## config.mk

```make
export PLATFORM = sky130hd
export DESIGN_NAME = rd_addr_gen
export DESIGN_NICKNAME = d
export VERILOG_FILES = /design/src/rtl/rag_pkg.sv /design/src/rtl/rag_len_reg.sv /design/src/rtl/rag_step.sv /design/src/rtl/rag_jump_calc.sv /design/src/rtl/rd_addr_gen.sv
export SDC_FILE = /design/constraint.sdc
export NUM_CORES = 1
export LEC_CHECK = 0
export ABC_AREA = 1
export BUFFER_PORTS_ARGS = -buffer_cell sky130_fd_sc_hd__buf_2
export CORE_MARGIN = 8
export CORE_UTILIZATION = 60
export CTS_CLUSTER_SIZE = 30
export DETAILED_ROUTE_END_ITERATION = 12
export GPL_TIMING_DRIVEN = 0
export PLACE_DENSITY = 0.85
export SYNTH_ARGS = -nofsm -noshare
export SYNTH_HDL_FRONTEND = slang
export SYNTH_SLANG_ARGS = --single-unit
```

## constraint.sdc

```tcl
create_clock -name clk -period 2.9 [get_ports clk]
set_input_delay 0.145 -clock clk [delete_from_list [all_inputs] [get_ports clk]]
set_output_delay 0.145 -clock clk [all_outputs]
set_load 0.005 [all_outputs]
```

## src/rtl/rag_pkg.sv

```systemverilog
package rag_pkg;

    typedef enum logic {
        RD_LINEAR = 1'b0,
        RD_WRAP   = 1'b1
    } rd_kind_e;

    typedef enum logic [1:0] {
        JMP_PAGE  = 2'd0,
        JMP_INDEX = 2'd1,
        JMP_BLOCK = 2'd2,
        JMP_NONE  = 2'd3
    } jmp_kind_e;

    localparam int LEN_CODE_W = 2;
    localparam int PAGE_W     = 8;
    localparam int BLK_W      = 16;
    localparam int OFF_W      = 16;
    localparam int MIN_WIN_LG = 3;
    localparam int MAX_WIN_LG = MIN_WIN_LG + (1 << LEN_CODE_W) - 1;

    typedef struct packed {
        rd_kind_e                kind;
        logic [LEN_CODE_W-1:0]   len_code;
    } rd_cfg_t;

    function automatic logic [MAX_WIN_LG-1:0] win_mask(input logic [LEN_CODE_W-1:0] code);
        return MAX_WIN_LG'((1 << (MIN_WIN_LG + int'(code))) - 1);
    endfunction

endpackage

```

## src/rtl/rag_len_reg.sv

```systemverilog
module rag_len_reg
    import rag_pkg::*;
(
    input  logic                  clk,
    input  logic                  rst,
    input  logic                  set_i,
    input  logic [LEN_CODE_W-1:0] code_i,
    output logic [LEN_CODE_W-1:0] code_o
);

    logic [LEN_CODE_W-1:0] code_q;

    always_ff @(posedge clk) begin
        if (rst)
            code_q <= '0;
        else if (set_i)
            code_q <= code_i;
    end

    assign code_o = code_q;

    assert_len_set_R5: assert property (@(posedge clk) disable iff (rst)
        set_i |=> code_o == $past(code_i));

    assert_len_keep_R5: assert property (@(posedge clk) disable iff (rst)
        !set_i |=> $stable(code_o));

endmodule

```

## src/rtl/rag_step.sv

```systemverilog
module rag_step
    import rag_pkg::*;
#(
    parameter int ADDR_W = 24
)(
    input  logic [ADDR_W-1:0]     addr_i,
    input  rd_kind_e              kind_i,
    input  logic [LEN_CODE_W-1:0] len_code_i,
    output logic [ADDR_W-1:0]     next_o
);

    logic [ADDR_W-1:0] mask;
    logic [ADDR_W-1:0] inc;

    always_comb begin
        mask = ADDR_W'(win_mask(len_code_i));
        inc  = addr_i + 1'b1;
        if (kind_i == RD_WRAP)
            next_o = (addr_i & ~mask) | (inc & mask);
        else
            next_o = inc;
    end

endmodule

```

## src/rtl/rag_jump_calc.sv

```systemverilog
module rag_jump_calc
    import rag_pkg::*;
#(
    parameter int ADDR_W = 24
)(
    input  logic [ADDR_W-1:0] base_i,
    input  jmp_kind_e         kind_i,
    input  logic [OFF_W-1:0]  off_i,
    output logic [ADDR_W-1:0] target_o
);

    localparam int UP_W = ADDR_W - BLK_W;

    logic [PAGE_W-1:0] page_low;
    logic [BLK_W-1:0]  blk_low;
    logic [UP_W-1:0]   blk_up;
    logic [UP_W-1:0]   blk_delta;

    always_comb begin
        blk_delta = UP_W'($signed(off_i[PAGE_W-1:0]));
        page_low  = base_i[PAGE_W-1:0] + off_i[PAGE_W-1:0];
        blk_low   = base_i[BLK_W-1:0] + off_i;
        blk_up    = base_i[ADDR_W-1:BLK_W] + blk_delta;
        unique case (kind_i)
            JMP_PAGE:  target_o = {base_i[ADDR_W-1:PAGE_W], page_low};
            JMP_INDEX: target_o = {base_i[ADDR_W-1:BLK_W], blk_low};
            JMP_BLOCK: target_o = {blk_up, base_i[BLK_W-1:0]};
            default:   target_o = base_i;
        endcase
    end

endmodule

```

## src/rtl/rd_addr_gen.sv

```systemverilog
module rd_addr_gen
    import rag_pkg::*;
#(
    parameter int ADDR_W = 24
)(
    input  logic              clk,
    input  logic              rst,
    input  logic              load_i,
    input  logic [ADDR_W-1:0] load_addr_i,
    input  logic              load_mode_i,
    input  logic              set_len_i,
    input  logic [1:0]        len_code_i,
    input  logic              jump_i,
    input  logic [1:0]        jump_kind_i,
    input  logic [15:0]       jump_off_i,
    input  logic              adv_i,
    output logic [ADDR_W-1:0] addr_o
);

    logic [ADDR_W-1:0]     addr_q;
    logic [ADDR_W-1:0]     anchor_q;
    logic [ADDR_W-1:0]     last_q;
    rd_kind_e              mode_q;
    logic [LEN_CODE_W-1:0] len_code;
    logic [ADDR_W-1:0]     base_w;
    logic [ADDR_W-1:0]     target_w;
    logic [ADDR_W-1:0]     step_w;
    jmp_kind_e             jkind;
    logic                  jump_live;

    assign jkind     = jmp_kind_e'(jump_kind_i);
    assign jump_live = jump_i && (jkind != JMP_NONE);
    assign base_w    = (mode_q == RD_WRAP) ? anchor_q : last_q;

    rag_len_reg u_len (
        .clk    (clk),
        .rst    (rst),
        .set_i  (set_len_i),
        .code_i (len_code_i),
        .code_o (len_code)
    );

    rag_jump_calc #(.ADDR_W(ADDR_W)) u_jump (
        .base_i   (base_w),
        .kind_i   (jkind),
        .off_i    (jump_off_i),
        .target_o (target_w)
    );

    rag_step #(.ADDR_W(ADDR_W)) u_step (
        .addr_i     (addr_q),
        .kind_i     (mode_q),
        .len_code_i (len_code),
        .next_o     (step_w)
    );

    always_ff @(posedge clk) begin
        if (rst) begin
            addr_q   <= '0;
            anchor_q <= '0;
            last_q   <= '0;
            mode_q   <= RD_LINEAR;
        end else if (load_i) begin
            addr_q   <= load_addr_i;
            anchor_q <= load_addr_i;
            last_q   <= load_addr_i;
            mode_q   <= rd_kind_e'(load_mode_i);
        end else if (jump_i) begin
            if (jump_live) begin
                addr_q   <= target_w;
                anchor_q <= target_w;
                last_q   <= target_w;
            end
        end else if (adv_i) begin
            last_q <= addr_q;
            addr_q <= step_w;
        end
    end

    assign addr_o = addr_q;

    assert_load_R2: assert property (@(posedge clk) disable iff (rst)
        load_i |=> addr_o == $past(load_addr_i));

    assert_hold_R11: assert property (@(posedge clk) disable iff (rst)
        (!load_i && !jump_i && !adv_i) |=> $stable(addr_o));

    assert_linear_step_R3: assert property (@(posedge clk) disable iff (rst)
        (!load_i && !jump_i && adv_i && mode_q == RD_LINEAR)
        |=> addr_o == ADDR_W'($past(addr_o) + 1'b1));

    assert_window_R4: assert property (@(posedge clk) disable iff (rst)
        (!load_i && !jump_i && adv_i && mode_q == RD_WRAP)
        |=> (addr_o >> MAX_WIN_LG) == $past(addr_o >> MAX_WIN_LG));

    assert_page_upper_R6: assert property (@(posedge clk) disable iff (rst)
        (!load_i && jump_i && jkind == JMP_PAGE)
        |=> addr_o[ADDR_W-1:PAGE_W] == $past(base_w[ADDR_W-1:PAGE_W]));

    assert_block_low_R8: assert property (@(posedge clk) disable iff (rst)
        (!load_i && jump_i && jkind == JMP_BLOCK)
        |=> addr_o[BLK_W-1:0] == $past(base_w[BLK_W-1:0]));

    assert_wrap_base_R9: assert property (@(posedge clk) disable iff (rst)
        (!load_i && jump_i && jkind == JMP_INDEX && mode_q == RD_WRAP)
        |=> addr_o[ADDR_W-1:BLK_W] == $past(anchor_q[ADDR_W-1:BLK_W]));

    assert_mode_keep_R10: assert property (@(posedge clk) disable iff (rst)
        (!load_i && jump_i) |=> $stable(mode_q));

    assert_none_R11: assert property (@(posedge clk) disable iff (rst)
        (!load_i && jump_i && jkind == JMP_NONE) |=> $stable(addr_o));

endmodule

```

* Word-level counts from Yosys, hierarchy flattened
Cells that the tools add are included.
** Cells by class
- Add/sub/neg operators :: 6
- $mul :: 0
- Div/mod/pow operators :: 0
- $lt $le $gt $ge :: 0
- Eq/ne operators :: 4
- Shift-type cells :: 1
- Mux-type cells :: 12
- Bitwise operators :: 4
- Reductions and logical operators :: 7
** Operators with widths (number)
- 2-to-1 mux 24 bit :: 11
- case mux 24 bit (3 select lines) :: 1
- left shift 1 x 32 -> 6 bit, first input constant :: 1
- adder 24 x 1 -> 24 bit, second input constant :: 1
- AND 24 bit :: 1
- AND 24 x 6 -> 24 bit :: 1
- inverter 6 -> 24 bit :: 1
- bitwise OR 24 bit :: 1
- adder 16 bit :: 1
- adder 8 bit :: 2
- subtractor 6 x 2 -> 6 bit, second input constant :: 1
- AND reduction 2 bit :: 2
- nonzero test 2 bit :: 2
- adder 2 x 2 -> 3 bit, first input constant :: 1
- inequality test 3 x 2 -> 1 bit, second input constant :: 1
- nonzero test 3 bit :: 1
- equality test 2 x 1 -> 1 bit, second input constant :: 1
- equality test 2 bit, second input constant :: 1
- zero test 2 bit :: 1
- inequality test 2 bit, second input constant :: 1
- logical AND 1 bit :: 1
** Word-level totals
- Flip-flop bits (word level) :: 75
- Bits in latches :: 0
- RAM bits :: 0
- ROM bits :: 0
- Bits of input ports :: 51
- Output and inout port bits :: 24
- Logic and storage cells :: 39
- Memories :: 0

* Longest topological paths before layout
- Word-level depth :: 10
- Depth in mapped cells :: 19
- Mapped depth without buffers :: 18

* Modules after synthesis
From an unflattened synthesis, not the netlist that was laid out.
** Unflattened totals
- Cells, all modules :: 1206
- Area total of the unflattened synthesis :: 6850.3 um^2
** Modules (own cells, without submodules)
- rd_addr_gen :: times used 1, cells each 789, area each 4568.1 um^2, seq. area each 1461.4 um^2
- rag_jump_calc :: times used 1, cells each 265, area each 1467.7 um^2, seq. area each 0.0 um^2
- rag_step :: times used 1, cells each 139, area each 733.2 um^2, seq. area each 0.0 um^2
- rag_len_reg :: times used 1, cells each 13, area each 81.3 um^2, seq. area each 40.0 um^2

* Worst setup path after synthesis
OpenSTA, ideal clock, no wires.
- Kind :: register to register
- Start point :: reg mode_q
- End point :: reg addr_q[8], in the netlist addr_o[8]
- Setup time :: 0.070 ns
- Arrival time :: 2.174 ns
- Required time :: 2.830 ns
- Path slack :: 0.656 ns
- Cell stages (with the launch flop) :: 16
- Path buffers :: 2
- Period minus slack after synthesis :: 2.244 ns
- Cell sequence :: dfxtp_1 -> buf_2 -> buf_1 -> nand2_1 -> nand2_1 -> ha_1 -> nand2_1 -> inv_1 -> nand2_1 -> nand2_1 -> o21a_1 -> o21ai_0 -> nand3_1 -> nand2_1 -> nand2_1 -> a21oi_1
** Between the ends
- Longest elaborated chain between the ends :: 6
- Elaborated cells between the ends (all ways) :: 8
- Those cells by class :: 1 x add/sub; 7 x mux
** Ends and longest elaborated chain
- start, declared :: RTL line rd_addr_gen.sv:23 : rd_kind_e mode_q;
- start signal, assigned :: RTL line rd_addr_gen.sv:67 : mode_q <= rd_kind_e'(load_mode_i);
- 2-to-1 mux 24 bit :: RTL line rd_addr_gen.sv:33 : assign base_w = (mode_q == RD_WRAP) ? anchor_q : last_q;
- adder 16 bit :: RTL line rag_jump_calc.sv:22 : blk_low = base_i[BLK_W-1:0] + off_i;
- case mux 24 bit (3 select lines) :: RTL line rag_jump_calc.sv:24 : unique case (kind_i)
- 2-to-1 mux 24 bit :: RTL line rd_addr_gen.sv:69 : if (jump_live) begin
- 2-to-1 mux 24 bit (*) :: RTL line rd_addr_gen.sv:68 : end else if (jump_i) begin
- 2-to-1 mux 24 bit (*) :: RTL line rd_addr_gen.sv:63 : end else if (load_i) begin
- end signal, assigned :: RTL line rd_addr_gen.sv:64 : addr_q <= load_addr_i;
- end signal, assigned :: RTL line rd_addr_gen.sv:70 : addr_q <= target_w;
- end signal, assigned :: RTL line rd_addr_gen.sv:76 : addr_q <= step_w;
- end, declared :: RTL line rd_addr_gen.sv:20 : logic [ADDR_W-1:0] addr_q;
Every way passes the cells marked *; elsewhere a longest branch is shown, timed or not. The select of a mux whose other input is x is not followed.
A chain may end at the register's enable or synchronous reset.

* Worst setup path in the final report
Ends and elaborated chain as after synthesis.

==> summary.md <==
| Metric | Value |
|---|---|
| Power Density | 458 nW/um^2 |
| Wire length per cell | 17.5 um |
| Area leader, netlist | dfxtp_1 |
| Hold Crit Class | in2reg |
| Setup TNS | 0 ns |
| Distinct cells, synth | 40 |
| Gpl congestion | 1.01 |
| Sequential Area | 1500 sq um |
| Synth area leaders | dfxtp_1, nand2_1, o21ai_0 |
| Total core area | 9770 sq um |
| Post-synth EDFFs | 0 |
| Critical-path cell list | clkbuf_4 -> buf_2 -> nand2_1 -> nand2_1 -> ha_1 -> nand2_1 -> nand2_1 -> nor2_1 -> nor2_1 -> o21a_1 -> o21ai_1 -> nand3_1 -> nand2_1 -> nand2_1 -> a21oi_1 |
| Top_reg_cell synth | dfxtp_1 |
| Hold Path Stages | 3 |
| Final Cell Area | 6820 sq um |
| Placed cells | 1227 |
| Hold EP | u_len.code_o[1] |
| Min Tclk post-route | 2.83 ns |
| Die extent in x | 116 um |
| Final Setup Violations | 0 |
| YS warnings | 0 |
| RSZ-0062 raised after global routing | true |
| Post-route ant nets | 0 |
| Dpl cell area | 6560 sq um |
| Hold Startpoint | len_code_i[1] |
| Most common library cells after synthesis | nand2_1, inv_1, o21ai_0 |
| Gr usage total | 32.5% |
| Mapped cell area | 6020 sq um |
| Clk_lat worst skew | 0.37 ns |
| Final slew viol count | 0 |
| Fraction of layout instances using a drive strength above 1 | 11.1% |
| CP max FO | 10 |
| Critical Setup Path Class | reg2reg |
| Initial DRT Pass Iterations | 6 |
| Final std cells w/o fill | 1245 |
| Die H | 116 um |
| CP peak stage delay | 0.38 ns |
| Synth Instances | 1020 |
| Max-slew headroom | 53.5% |
| Initial DRC count | 1017 |
| Root buffer cell | clkbuf_8 |
| Max-cap viol count | 0 |
| CP required | 3.20 ns |
| Switching share of power | 38.3% |
| Drt drc | 0 |
| CTS buffer count | 9 |
| Syn Area/Cell | 5.91 sq um |
| Final nets | 1184 |
| First-pass GRT wire length | 34200 um |
| CP Launch Point | mode_q |
| Largest net degree at the start of global routing | 13 |
| Via-to-Cell Ratio | 5.95 |
| FP Rows | 36 |
| Slew @ Worst Pin | 0.695 ns |
| H-tree Lvls | 3 |
| Clock Power Share | 27.4% |
| Async set or reset register ratio after synthesis | 0% |
| IO Pins | 75 |
| CTS max path bufs | 2 |
| Initial Utilization | 61.6% |
| Most frequent cell after synthesis | nand2_1 |
| CTS sink count | 75 |
| Sequential power share | 38.9% |
| Layout Utilization | 69.8% |
| Gr ovfl total | 0 |
| Vias in the first global route | 6758 |
| Die area | 13500 sq um |
| FMAX | 0.353 GHz |
| R2R cell count | 15 |
| Worst r2r src | mode_q |
| CTS tree | yes |
| Worst Skew | 0.0113 ns |
| Top-area cell type share of the netlist area | 24.9% |
| Max VDD drop | 0.422 mV |
| Port Buffers | 73 |
| Area of the multi-input gates | 3890 sq um |
| Clock-pin transition on the worst setup and hold timing paths | 0.08 ns |
| Post-synthesis sequential area ratio | 24.9% |
| Initial antenna violation count | 0 |
| Vias post-DR | 7412 |
| P_int | 1.93 mW |
| Most common cell on crit path | nand2_1 |
| P_leak | 3.38 nW |
| Slowest CP cell | dfxtp_2 |
| Setup slack, reg-to-reg | 0.07 ns |
| CP arrival | 3.13 ns |
| Seq cells post-synth | 75 |
| CP Launch Type | flop |
| # fillers | 988 |
| Post-DP HPWL | 17100 um |
| Worst Setup End Kind | flop |
| Pwr Total | 3.13 mW |
| RR Endpoint | addr_o[8] |
| ANT cells | 0 |
| Final hold vios | 0 |
| Final Cycle Share | 97.6% |
| Status | complete, no violations |
| Combinational Power Share | 33.6% |
| Synth-to-Final Area Change | 13.2% |
| Sw Pwr | 1.20 mW |
| Final wirelength | 21800 um |
==> metal layers <==
metal  vias up  routed length (um)  GRT usage [%]
met5         -                   0              0
met4         0                 785           14.2
met3        65                2490           6.72
met2       473                9640           50.8
met1      3300                8890           42.3
li1       3574                   -              -
==> power groups by stage <==
stage	clock network [mW]	logic [mW]	registers [mW]
after floorplan	0	0.692	1.21
after global routing	0.894	1.16	1.23
after CTS	0.852	1.01	1.21
after global placement	0	0.986	1.23
after detailed placement	0	0.998	1.23
final	0.857	1.05	1.22
==> layout make-up <==
class,instances,share of cell area (%)
clock inverter,4,0.715
timing repair buffer,75,5.65
tap,133,2.44
inverter,120,6.60
multi-input combinational,778,57.0
buffer,48,3.27
sequential,75,22.0
clock buffer,12,2.27
==> stage by stage <==
step                      hold slack (ns)  worst slack (ns)
after global placement              0.371           -0.0706
final                             0.00678            0.0698
after detailed placement            0.375            -0.103
after CTS                         0.00472            0.0964
after global routing               0.0259           -0.0321
after floorplan                     0.214             0.656
==> worst max-delay path: cells and delay by family (launching register included) <==
family | cells | cell delay [ns]
AOI/OAI and AO/OA | 3 | 0.59
adders and majority gates | 1 | 0.30
buffers and inverters | 2 | 0.49
DFF | 1 | 0.38
and+or+nand+nor | 9 | 0.99
==> repair_timing <==
action / in CTS / in global routing
setup endpoints to repair: 7 / 18
gates resized for setup: 5 / 14
pin swaps: 0 / 0
gates cloned: 0 / 0
buffers inserted: 0 / 0
hold buffers: 2 / 0
hold endpoints to repair: 4 / 0
==> registers in the layout, indices dropped and copies added (netlist names), named ones only <==
| name | count |
|---|---|
| mode_q | 1 |
| addr_o | 19 |
| u_len.code_o | 2 |
| last_q | 24 |
| anchor_q | 24 |
==> how the worst max path moves through the flow <==
stage,slack (ns),to,cells past startpoint
final,0.07,addr_o[8],15
after global routing,-0.03,addr_o[12],18
after CTS,0.1,addr_o[6],16
after detailed placement,-0.10,addr_o[14],19
after global placement,-0.07,addr_o[14],19
after floorplan,0.66,addr_o[8],15
==> placed cells by master (no fill, tap or decap), types with 2 or more instances in the layout <==
cell type	netlist	routed
nand2_1	289	286
a21oi_1	80	80
a221oi_1	2	2
nand3_1	87	86
conb_1	1	2
nand3b_1	2	2
buf_6	2	2
ha_1	24	24
o211ai_1	7	7
a21o_1	2	2
o21ai_0	103	101
inv_2	5	5
a21oi_2	2	2
a31oi_1	40	40
o21ai_1	4	6
clkinv_2	0	2
o21a_1	2	2
buf_4	1	3
and2_1	2	2
xnor2_1	3	3
fa_1	2	2
xor2_1	6	6
clkbuf_1	29	30
nand4_1	23	23
clkbuf_4	0	2
dfxtp_1	75	74
dlygate4sd3_1	0	2
nor3_1	9	9
nand2_2	0	3
o21bai_1	2	2
or2_2	4	4
inv_1	115	115
buf_1	7	5
clkbuf_8	0	11
buf_2	8	79
nor2_1	70	70
==> logic make-up (layout without fill, tap and decap cells) <==
| kind of cell | after synthesis | in the layout | share of synthesized area [%] |
|---|---|---|---|
| AO/OA/AOI/OAI | 252 | 252 | 23.0 |
| flip-flops | 75 | 75 | 24.9 |
| other | 1 | 2 | 0.0622 |
| buffers and inverters | 168 | 259 | 11.0 |
| adder cells (fa/ha/maj) | 26 | 26 | 5.65 |
| AND/OR/NAND/NOR | 489 | 489 | 34.1 |
| XOR/XNOR | 9 | 9 | 1.31 |
Power figures use the tool's default switching activity.
